## src/rtl/mc_strobe_pkg.sv

```systemverilog
package mc_strobe_pkg;
  localparam int unsigned STATES_PER_CYC = 6;

  typedef struct packed {
    logic ext_fetch;
    logic xdata;
    logic xwr;
    logic movc;
    logic ale_dis;
  } cyc_ctx_t;
endpackage

```

## src/rtl/mc_cycle_timer.sv

```systemverilog
module mc_cycle_timer
  import mc_strobe_pkg::*;
#(
  parameter int unsigned CLKS_PER_STATE = 2,
  parameter int unsigned PSEN_CLKS      = 3
) (
  input  logic clk_i,
  input  logic rst_ni,
  output logic cyc_open_o,
  output logic ale_slot_a_o,
  output logic ale_slot_b_o,
  output logic psen_slot_o,
  output logic data_slot_o
);
  localparam int unsigned CYC_CLKS = STATES_PER_CYC * CLKS_PER_STATE;
  localparam int unsigned HALF     = CYC_CLKS / 2;
  localparam int unsigned IDX_W    = $clog2(CYC_CLKS);
  localparam logic [IDX_W-1:0] LAST = IDX_W'(CYC_CLKS - 1);

  logic [IDX_W-1:0] idx_q;
  logic [1:0]       ale_win, psen_win;

  // parked at the last clock so the first edge after reset opens state 1
  always_ff @(posedge clk_i or negedge rst_ni) begin
    if (!rst_ni)            idx_q <= LAST;
    else if (idx_q == LAST) idx_q <= '0;
    else                    idx_q <= idx_q + 1'b1;
  end

  for (genvar w = 0; w < 2; w++) begin : g_win
    localparam int unsigned BASE = w * HALF;
    assign ale_win[w]  = (idx_q >= IDX_W'(BASE)) &&
                         (idx_q <  IDX_W'(BASE + CLKS_PER_STATE));
    assign psen_win[w] = (idx_q >= IDX_W'(BASE + CLKS_PER_STATE)) &&
                         (idx_q <  IDX_W'(BASE + CLKS_PER_STATE + PSEN_CLKS));
  end

  assign cyc_open_o   = (idx_q == LAST);
  assign ale_slot_a_o = ale_win[0];
  assign ale_slot_b_o = ale_win[1];
  assign psen_slot_o  = |psen_win;
  assign data_slot_o  = (idx_q >= IDX_W'(HALF));

  p_wrap_r9: assert property (@(posedge clk_i) disable iff (!rst_ni)
    (idx_q == LAST) |=> (idx_q == '0));
  p_idx_range_r9: assert property (@(posedge clk_i) disable iff (!rst_ni)
    idx_q <= LAST);
endmodule

```

## src/rtl/mc_cycle_ctx.sv

```systemverilog
module mc_cycle_ctx
  import mc_strobe_pkg::*;
#(
  parameter int unsigned ADDR_W         = 16,
  parameter int unsigned INT_CODE_BYTES = 4096
) (
  input  logic              clk_i,
  input  logic              rst_ni,
  input  logic              load_i,
  input  logic              ea_i,
  input  logic [ADDR_W-1:0] fetch_addr_i,
  input  logic              xdata_i,
  input  logic              xdata_wr_i,
  input  logic              movc_i,
  input  logic              ale_dis_i,
  output cyc_ctx_t          ctx_o
);
  localparam logic [ADDR_W:0] INT_LIM = (ADDR_W + 1)'(INT_CODE_BYTES);

  cyc_ctx_t ctx_q, ctx_d;

  always_comb begin
    ctx_d.ext_fetch = !ea_i || ({1'b0, fetch_addr_i} >= INT_LIM);
    ctx_d.xdata     = xdata_i;
    ctx_d.xwr       = xdata_wr_i;
    ctx_d.movc      = movc_i;
    ctx_d.ale_dis   = ale_dis_i;
  end

  always_ff @(posedge clk_i or negedge rst_ni) begin
    if (!rst_ni)     ctx_q <= '0;
    else if (load_i) ctx_q <= ctx_d;
  end

  assign ctx_o = ctx_q;

  p_ctx_hold_r10: assert property (@(posedge clk_i) disable iff (!rst_ni)
    !load_i |=> $stable(ctx_q));
  p_ea_low_ext_r6: assert property (@(posedge clk_i) disable iff (!rst_ni)
    (load_i && !ea_i) |=> ctx_q.ext_fetch);
endmodule

```

## src/rtl/mc_strobe_decode.sv

```systemverilog
module mc_strobe_decode
  import mc_strobe_pkg::*;
(
  input  cyc_ctx_t ctx_i,
  input  logic     ale_slot_a_i,
  input  logic     ale_slot_b_i,
  input  logic     psen_slot_i,
  input  logic     data_slot_i,
  output logic     ale_o,
  output logic     psen_n_o,
  output logic     rd_n_o,
  output logic     wr_n_o
);
  logic ale_held_hi, ale_pulse;

  // disable bit only bites on internal fetch, and never in MOVX/MOVC cycles
  assign ale_held_hi = ctx_i.ale_dis && !ctx_i.ext_fetch && !(ctx_i.xdata || ctx_i.movc);
  assign ale_pulse   = ale_slot_a_i || (ale_slot_b_i && !ctx_i.xdata);

  assign ale_o    = ale_held_hi || ale_pulse;
  assign psen_n_o = !(ctx_i.ext_fetch && !ctx_i.xdata && psen_slot_i);
  assign rd_n_o   = !(ctx_i.xdata && !ctx_i.xwr && data_slot_i);
  assign wr_n_o   = !(ctx_i.xdata &&  ctx_i.xwr && data_slot_i);
endmodule

```

## src/rtl/mc_bus_strobe_gen.sv

```systemverilog
module mc_bus_strobe_gen
  import mc_strobe_pkg::*;
#(
  parameter int unsigned CLKS_PER_STATE = 2,
  parameter int unsigned PSEN_CLKS      = 3,
  parameter int unsigned ADDR_W         = 16,
  parameter int unsigned INT_CODE_BYTES = 4096
) (
  input  logic              clk_i,
  input  logic              rst_ni,
  input  logic              ea_i,
  input  logic [ADDR_W-1:0] fetch_addr_i,
  input  logic              xdata_i,
  input  logic              xdata_wr_i,
  input  logic              movc_i,
  input  logic              ale_dis_i,
  output logic              ale_o,
  output logic              psen_n_o,
  output logic              rd_n_o,
  output logic              wr_n_o
);
  logic     cyc_open, slot_a, slot_b, psen_slot, data_slot;
  cyc_ctx_t ctx;

  mc_cycle_timer #(
    .CLKS_PER_STATE(CLKS_PER_STATE),
    .PSEN_CLKS     (PSEN_CLKS)
  ) u_timer (
    .clk_i       (clk_i),
    .rst_ni      (rst_ni),
    .cyc_open_o  (cyc_open),
    .ale_slot_a_o(slot_a),
    .ale_slot_b_o(slot_b),
    .psen_slot_o (psen_slot),
    .data_slot_o (data_slot)
  );

  mc_cycle_ctx #(
    .ADDR_W        (ADDR_W),
    .INT_CODE_BYTES(INT_CODE_BYTES)
  ) u_ctx (
    .clk_i       (clk_i),
    .rst_ni      (rst_ni),
    .load_i      (cyc_open),
    .ea_i        (ea_i),
    .fetch_addr_i(fetch_addr_i),
    .xdata_i     (xdata_i),
    .xdata_wr_i  (xdata_wr_i),
    .movc_i      (movc_i),
    .ale_dis_i   (ale_dis_i),
    .ctx_o       (ctx)
  );

  mc_strobe_decode u_dec (
    .ctx_i       (ctx),
    .ale_slot_a_i(slot_a),
    .ale_slot_b_i(slot_b),
    .psen_slot_i (psen_slot),
    .data_slot_i (data_slot),
    .ale_o       (ale_o),
    .psen_n_o    (psen_n_o),
    .rd_n_o      (rd_n_o),
    .wr_n_o      (wr_n_o)
  );

  p_rd_wr_excl_r5: assert property (@(posedge clk_i) disable iff (!rst_ni)
    !(!rd_n_o && !wr_n_o));
  p_data_no_psen_r4: assert property (@(posedge clk_i) disable iff (!rst_ni)
    (!rd_n_o || !wr_n_o) |-> psen_n_o);
  p_ale_width_r1: assert property (@(posedge clk_i) disable iff (!rst_ni)
    $rose(ale_o) |=> ale_o);
  p_psen_width_r3: assert property (@(posedge clk_i) disable iff (!rst_ni)
    $fell(psen_n_o) |=> !psen_n_o);
  p_psen_not_ale_r3: assert property (@(posedge clk_i) disable iff (!rst_ni)
    !psen_n_o |-> !ale_o);
  p_rd_width_r5: assert property (@(posedge clk_i) disable iff (!rst_ni)
    $fell(rd_n_o) |=> !rd_n_o);
endmodule

```

## config.mk

```make
export PLATFORM = sky130hd
export DESIGN_NAME = mc_bus_strobe_gen
export DESIGN_NICKNAME = d
export VERILOG_FILES = /design/src/rtl/mc_strobe_pkg.sv /design/src/rtl/mc_cycle_timer.sv /design/src/rtl/mc_cycle_ctx.sv /design/src/rtl/mc_strobe_decode.sv /design/src/rtl/mc_bus_strobe_gen.sv
export SDC_FILE = /design/constraint.sdc
export NUM_CORES = 1
export LEC_CHECK = 0
export BUFFER_PORTS_ARGS = -buffer_cell sky130_fd_sc_hd__buf_2
export CORE_UTILIZATION = 37
export DETAILED_ROUTE_END_ITERATION = 7
export GPL_TIMING_DRIVEN = 0
export PLACE_DENSITY = 0.71
export SLEW_MARGIN = 20
export SYNTH_ARGS = -nofsm -noshare
export SYNTH_HDL_FRONTEND = slang
export SYNTH_SLANG_ARGS = --single-unit
```

## constraint.sdc

```tcl
create_clock -name clk_i -period 1.3 [get_ports clk_i]
set_input_delay 0.26 -clock clk_i [delete_from_list [all_inputs] [get_ports clk_i]]
set_output_delay 0.26 -clock clk_i [all_outputs]
set_load 0.1 [all_outputs]
```

==> results.py <==
metrics = {
    "power_and_ir_drop": {
        "leakagePower_nw": 0.436,
        "power_per_cell_area_nw_per_um2": 632,
        "worst_ir_drop_vdd_mv": 0.565,
        "p_total_mw": 0.557,
    },
    "synthesis": {
        "average_footprint_of_a_synthesized_cell_um2": 11.3,
        "synthesis.instances": 45,
        "synth-seq-area-share": 0.452,
        "yosysWarnings": 0,
        "asyncSetResetFlopFracSynth": 1.00,
        "ys_ff_latch": 9,
        "synthesis.nets": 70,
        "synth_cell_area_um2": 507,
        "synth_flop_cell": "dfrtp_1",
        "synth.lib_cells_used.distinct": 23,
        "synth_enable_flop_cells": 0,
    },
    "global_routing": {
        "grt_pass1_wl_mm": 1.76,
        "globalRoute.busiestLayer": "met2",
        "gr-total-overflow": 0,
        "met1_track_demand_over_resource": 0.201,
        "antenna_found_initial": 0,
        "first_global_vias": 405,
        "gr-usage-met2": 0.300,
        "grt_start_max_net_pins": 11,
        "gr_usage_total": 0.185,
        "grt.met3_usage": 0.0809,
    },
    "floorplan": {
        "io_pins": 27,
        "starting_density": 0.427,
        "row_count": 12,
        "fp.dieH_um": 39.0,
        "fp.coreArea_um2": 1190,
        "fp.dieW_um": 39.0,
        "floorplan.die_area_um2": 1520,
    },
    "sta": {
        "hold_ws_ns": 0.225,
        "final_min_period_over_clock_period": 1.37,
        "rsz0062_at_grt": "yes",
        "setup_tns_ns": -2.54,
        "final.min_clock_period_ns": 1.78,
        "max_slew_margin": 0.803,
        "skew_ns": 0.00193,
        "setup_slack_ns": -0.485,
        "final_hold_viol_count": 0,
        "final_max_slew_viol_count": 0,
        "worst_slew_pin_slew_ns": 0.295,
        "clock.fmax_mhz": 560,
        "setup_viol": 11,
    },
    "finish": {
        "final_net_count": 97,
        "regArea_um2": 231,
        "fill_cell_instance_count_of_the_final_layout": 69,
        "drive_above_1_share": 0.732,
        "fin_util": 0.743,
        "num_antenna_cells": 0,
        "number_of_cells_in_the_finished_layout_apart_from_fillers": 85,
        "multi_input_combinational_cell_area_um2": 363,
        "finalInstanceArea_um2": 881,
        "layout_area_growth_over_synthesis_pct": 73.8,
    },
    "placement": {
        "dpl.cell_count": 73,
        "dpl.hpwl_um": 686,
        "routabilityCongestion": 0.749,
        "post_dp_cell_area_um2": 658,
        "place.port_buffers": 14,
        "place_worst_setup_slack_ns": -0.617,
    },
    "run_status": {
        "run_status": "finished with violations",
        "violations": "setup timing",
    },
    "flow_run": {
        "cap_violations": 0,
    },
    "worst_setup_path": {
        "timing.critical_path.required_ns": 1.04,
        "worstPathMaxFanout": 4,
        "worstPathArrival_ns": 1.52,
        "worst-r2r-cell-count": 4,
        "crit_path_start_kind": "register",
        "timing.critical_path.to_type": "output port",
        "criticalPathCategory": "register to output port",
    },
    "clock_tree": {
        "tritoncts_num_sinks": 9,
        "tritoncts": "built",
        "h-tree-depth": 1,
        "clk_pin_slew_ns": 0.07,
        "root_buffer": "clkbuf_4",
        "ctsLongestPathBuffers": 2,
        "insertion_delay_of_the_later_clocked_pin_in_the_worst_skew_pair_ns": 0.26,
        "cts_inserted_buffers": 3,
    },
    "drt": {
        "route.final.wire_length_mm": 1.18,
        "dr_total_vias": 414,
        "routed_wire_length_per_instance_um": 13.9,
        "drt_pre_antenna_iters": 6,
        "remaining_drc_errors": 0,
        "postRouteAntennaNets": 0,
        "dr.first_iter.drc_count": 6,
        "post_drt_via_cell_ratio": 4.87,
    },
    "min_path": {
        "worst_hold_path_cell_count": 2,
        "hold_class": "primary input to register",
    },
}
[final timing paths]
check                              endpoint             start  slack (ns)
setup / recovery                   psen_n_o  u_timer.idx_q[1]       -0.48
hold / removal               u_ctx.ctx_o[1]            movc_i        0.22
setup reg to reg             u_ctx.ctx_o[0]  u_timer.idx_q[1]       -0.16
hold reg to reg              u_ctx.ctx_o[0]    u_ctx.ctx_o[0]        0.52
max in group asynchronous  u_timer.idx_q[3]            rst_ni        0.68
min in group asynchronous  u_timer.idx_q[2]            rst_ni        0.37
[cells in the final DEF (no fill, tap or decap)]
| cell type | instances |
|---|---|
| o21ai_0 | 1 |
| dlygate4sd3_1 | 1 |
| a21oi_1 | 3 |
| a31oi_4 | 1 |
| mux2_2 | 1 |
| nor2_4 | 1 |
| buf_6 | 2 |
| dfrtp_2 | 2 |
| nand3b_4 | 1 |
| buf_2 | 10 |
| clkbuf_4 | 3 |
| xor2_1 | 1 |
| nor4b_4 | 1 |
| o31ai_4 | 1 |
| o21ai_2 | 1 |
| or3_4 | 1 |
| o2111ai_4 | 1 |
| nand2_4 | 1 |
| and2_2 | 1 |
| mux2_4 | 4 |
| buf_4 | 6 |
| buf_12 | 4 |
| nor4_1 | 1 |
| nand2b_1 | 1 |
| ha_4 | 2 |
| clkinv_2 | 1 |
| dfstp_2 | 3 |
| nand2_1 | 2 |
| mux2i_4 | 1 |
| inv_1 | 3 |
| buf_8 | 1 |
| nor2_1 | 2 |
| dfrtp_1 | 4 |
| inv_2 | 2 |
[layout make-up]
class,instances,area share
plain buffers,2,0.0298
multi-input cells,29,0.412
inverters,5,0.0213
clock inverters,1,0.00568
well taps,14,0.0199
repair buffers,22,0.223
flip-flops and latches,9,0.263
clock buffers,3,0.0256
[synth_stat cells, types with 2 or more instances]
library cell | n | area (µm²)
a21oi_1 | 3 | 15.0
dfrtp_1 | 6 | 150
dfstp_2 | 3 | 78.8
ha_1 | 2 | 25.0
inv_1 | 5 | 18.8
mux2_4 | 4 | 60.1
nand2_1 | 3 | 11.3
nor2_1 | 3 | 11.3
o21ai_0 | 2 | 10.0
[worst max-delay path, stage by stage (launching register included)]
cell and delay [ns]:
dfstp_2 0.60, inv_2 0.08, ha_4 0.16, inv_2 0.05, o21ai_2 0.07, o2111ai_4 0.10
buf_12 0.20
[state kept, by name, summed over array words and instances (netlist names)]
signal and count:
u_ctx.ctx_o 5, u_timer.idx_q 4
[repair_timing]
item                       in CTS  in global routing
pin swaps                       7                  6
hold buffers                    1                  0
hold endpoints to repair        6                  0
setup buffers                   4                  3
setup endpoints to repair       8                  8
resized for setup              28                  5
[power breakdown]
part,switching [mW],total (mW),internal [mW]
registers,0.00929,0.297,0.288
logic,0.0151,0.0402,0.0251
clock network,0.106,0.220,0.114
total,0.130,0.557,0.426
[per-layer routing]
layer	wire [µm]	vias to the layer above
li1	-	207
met1	522	192
met2	594	13
met3	53	2
met4	8	0
met5	0	-
[kinds of logic (layout without fill, tap and decap cells)]
logic type | after synthesis | count (layout) | share of synthesized area
mux | 6 | 6 | 0.160
xor+xnor | 1 | 1 | 0.0173
compound gates | 8 | 8 | 0.0938
simple gates | 12 | 12 | 0.153
fa+ha+maj | 2 | 2 | 0.0494
flops | 9 | 9 | 0.452
buf+inv | 7 | 33 | 0.0741
(Power assumes the default switching activity.)
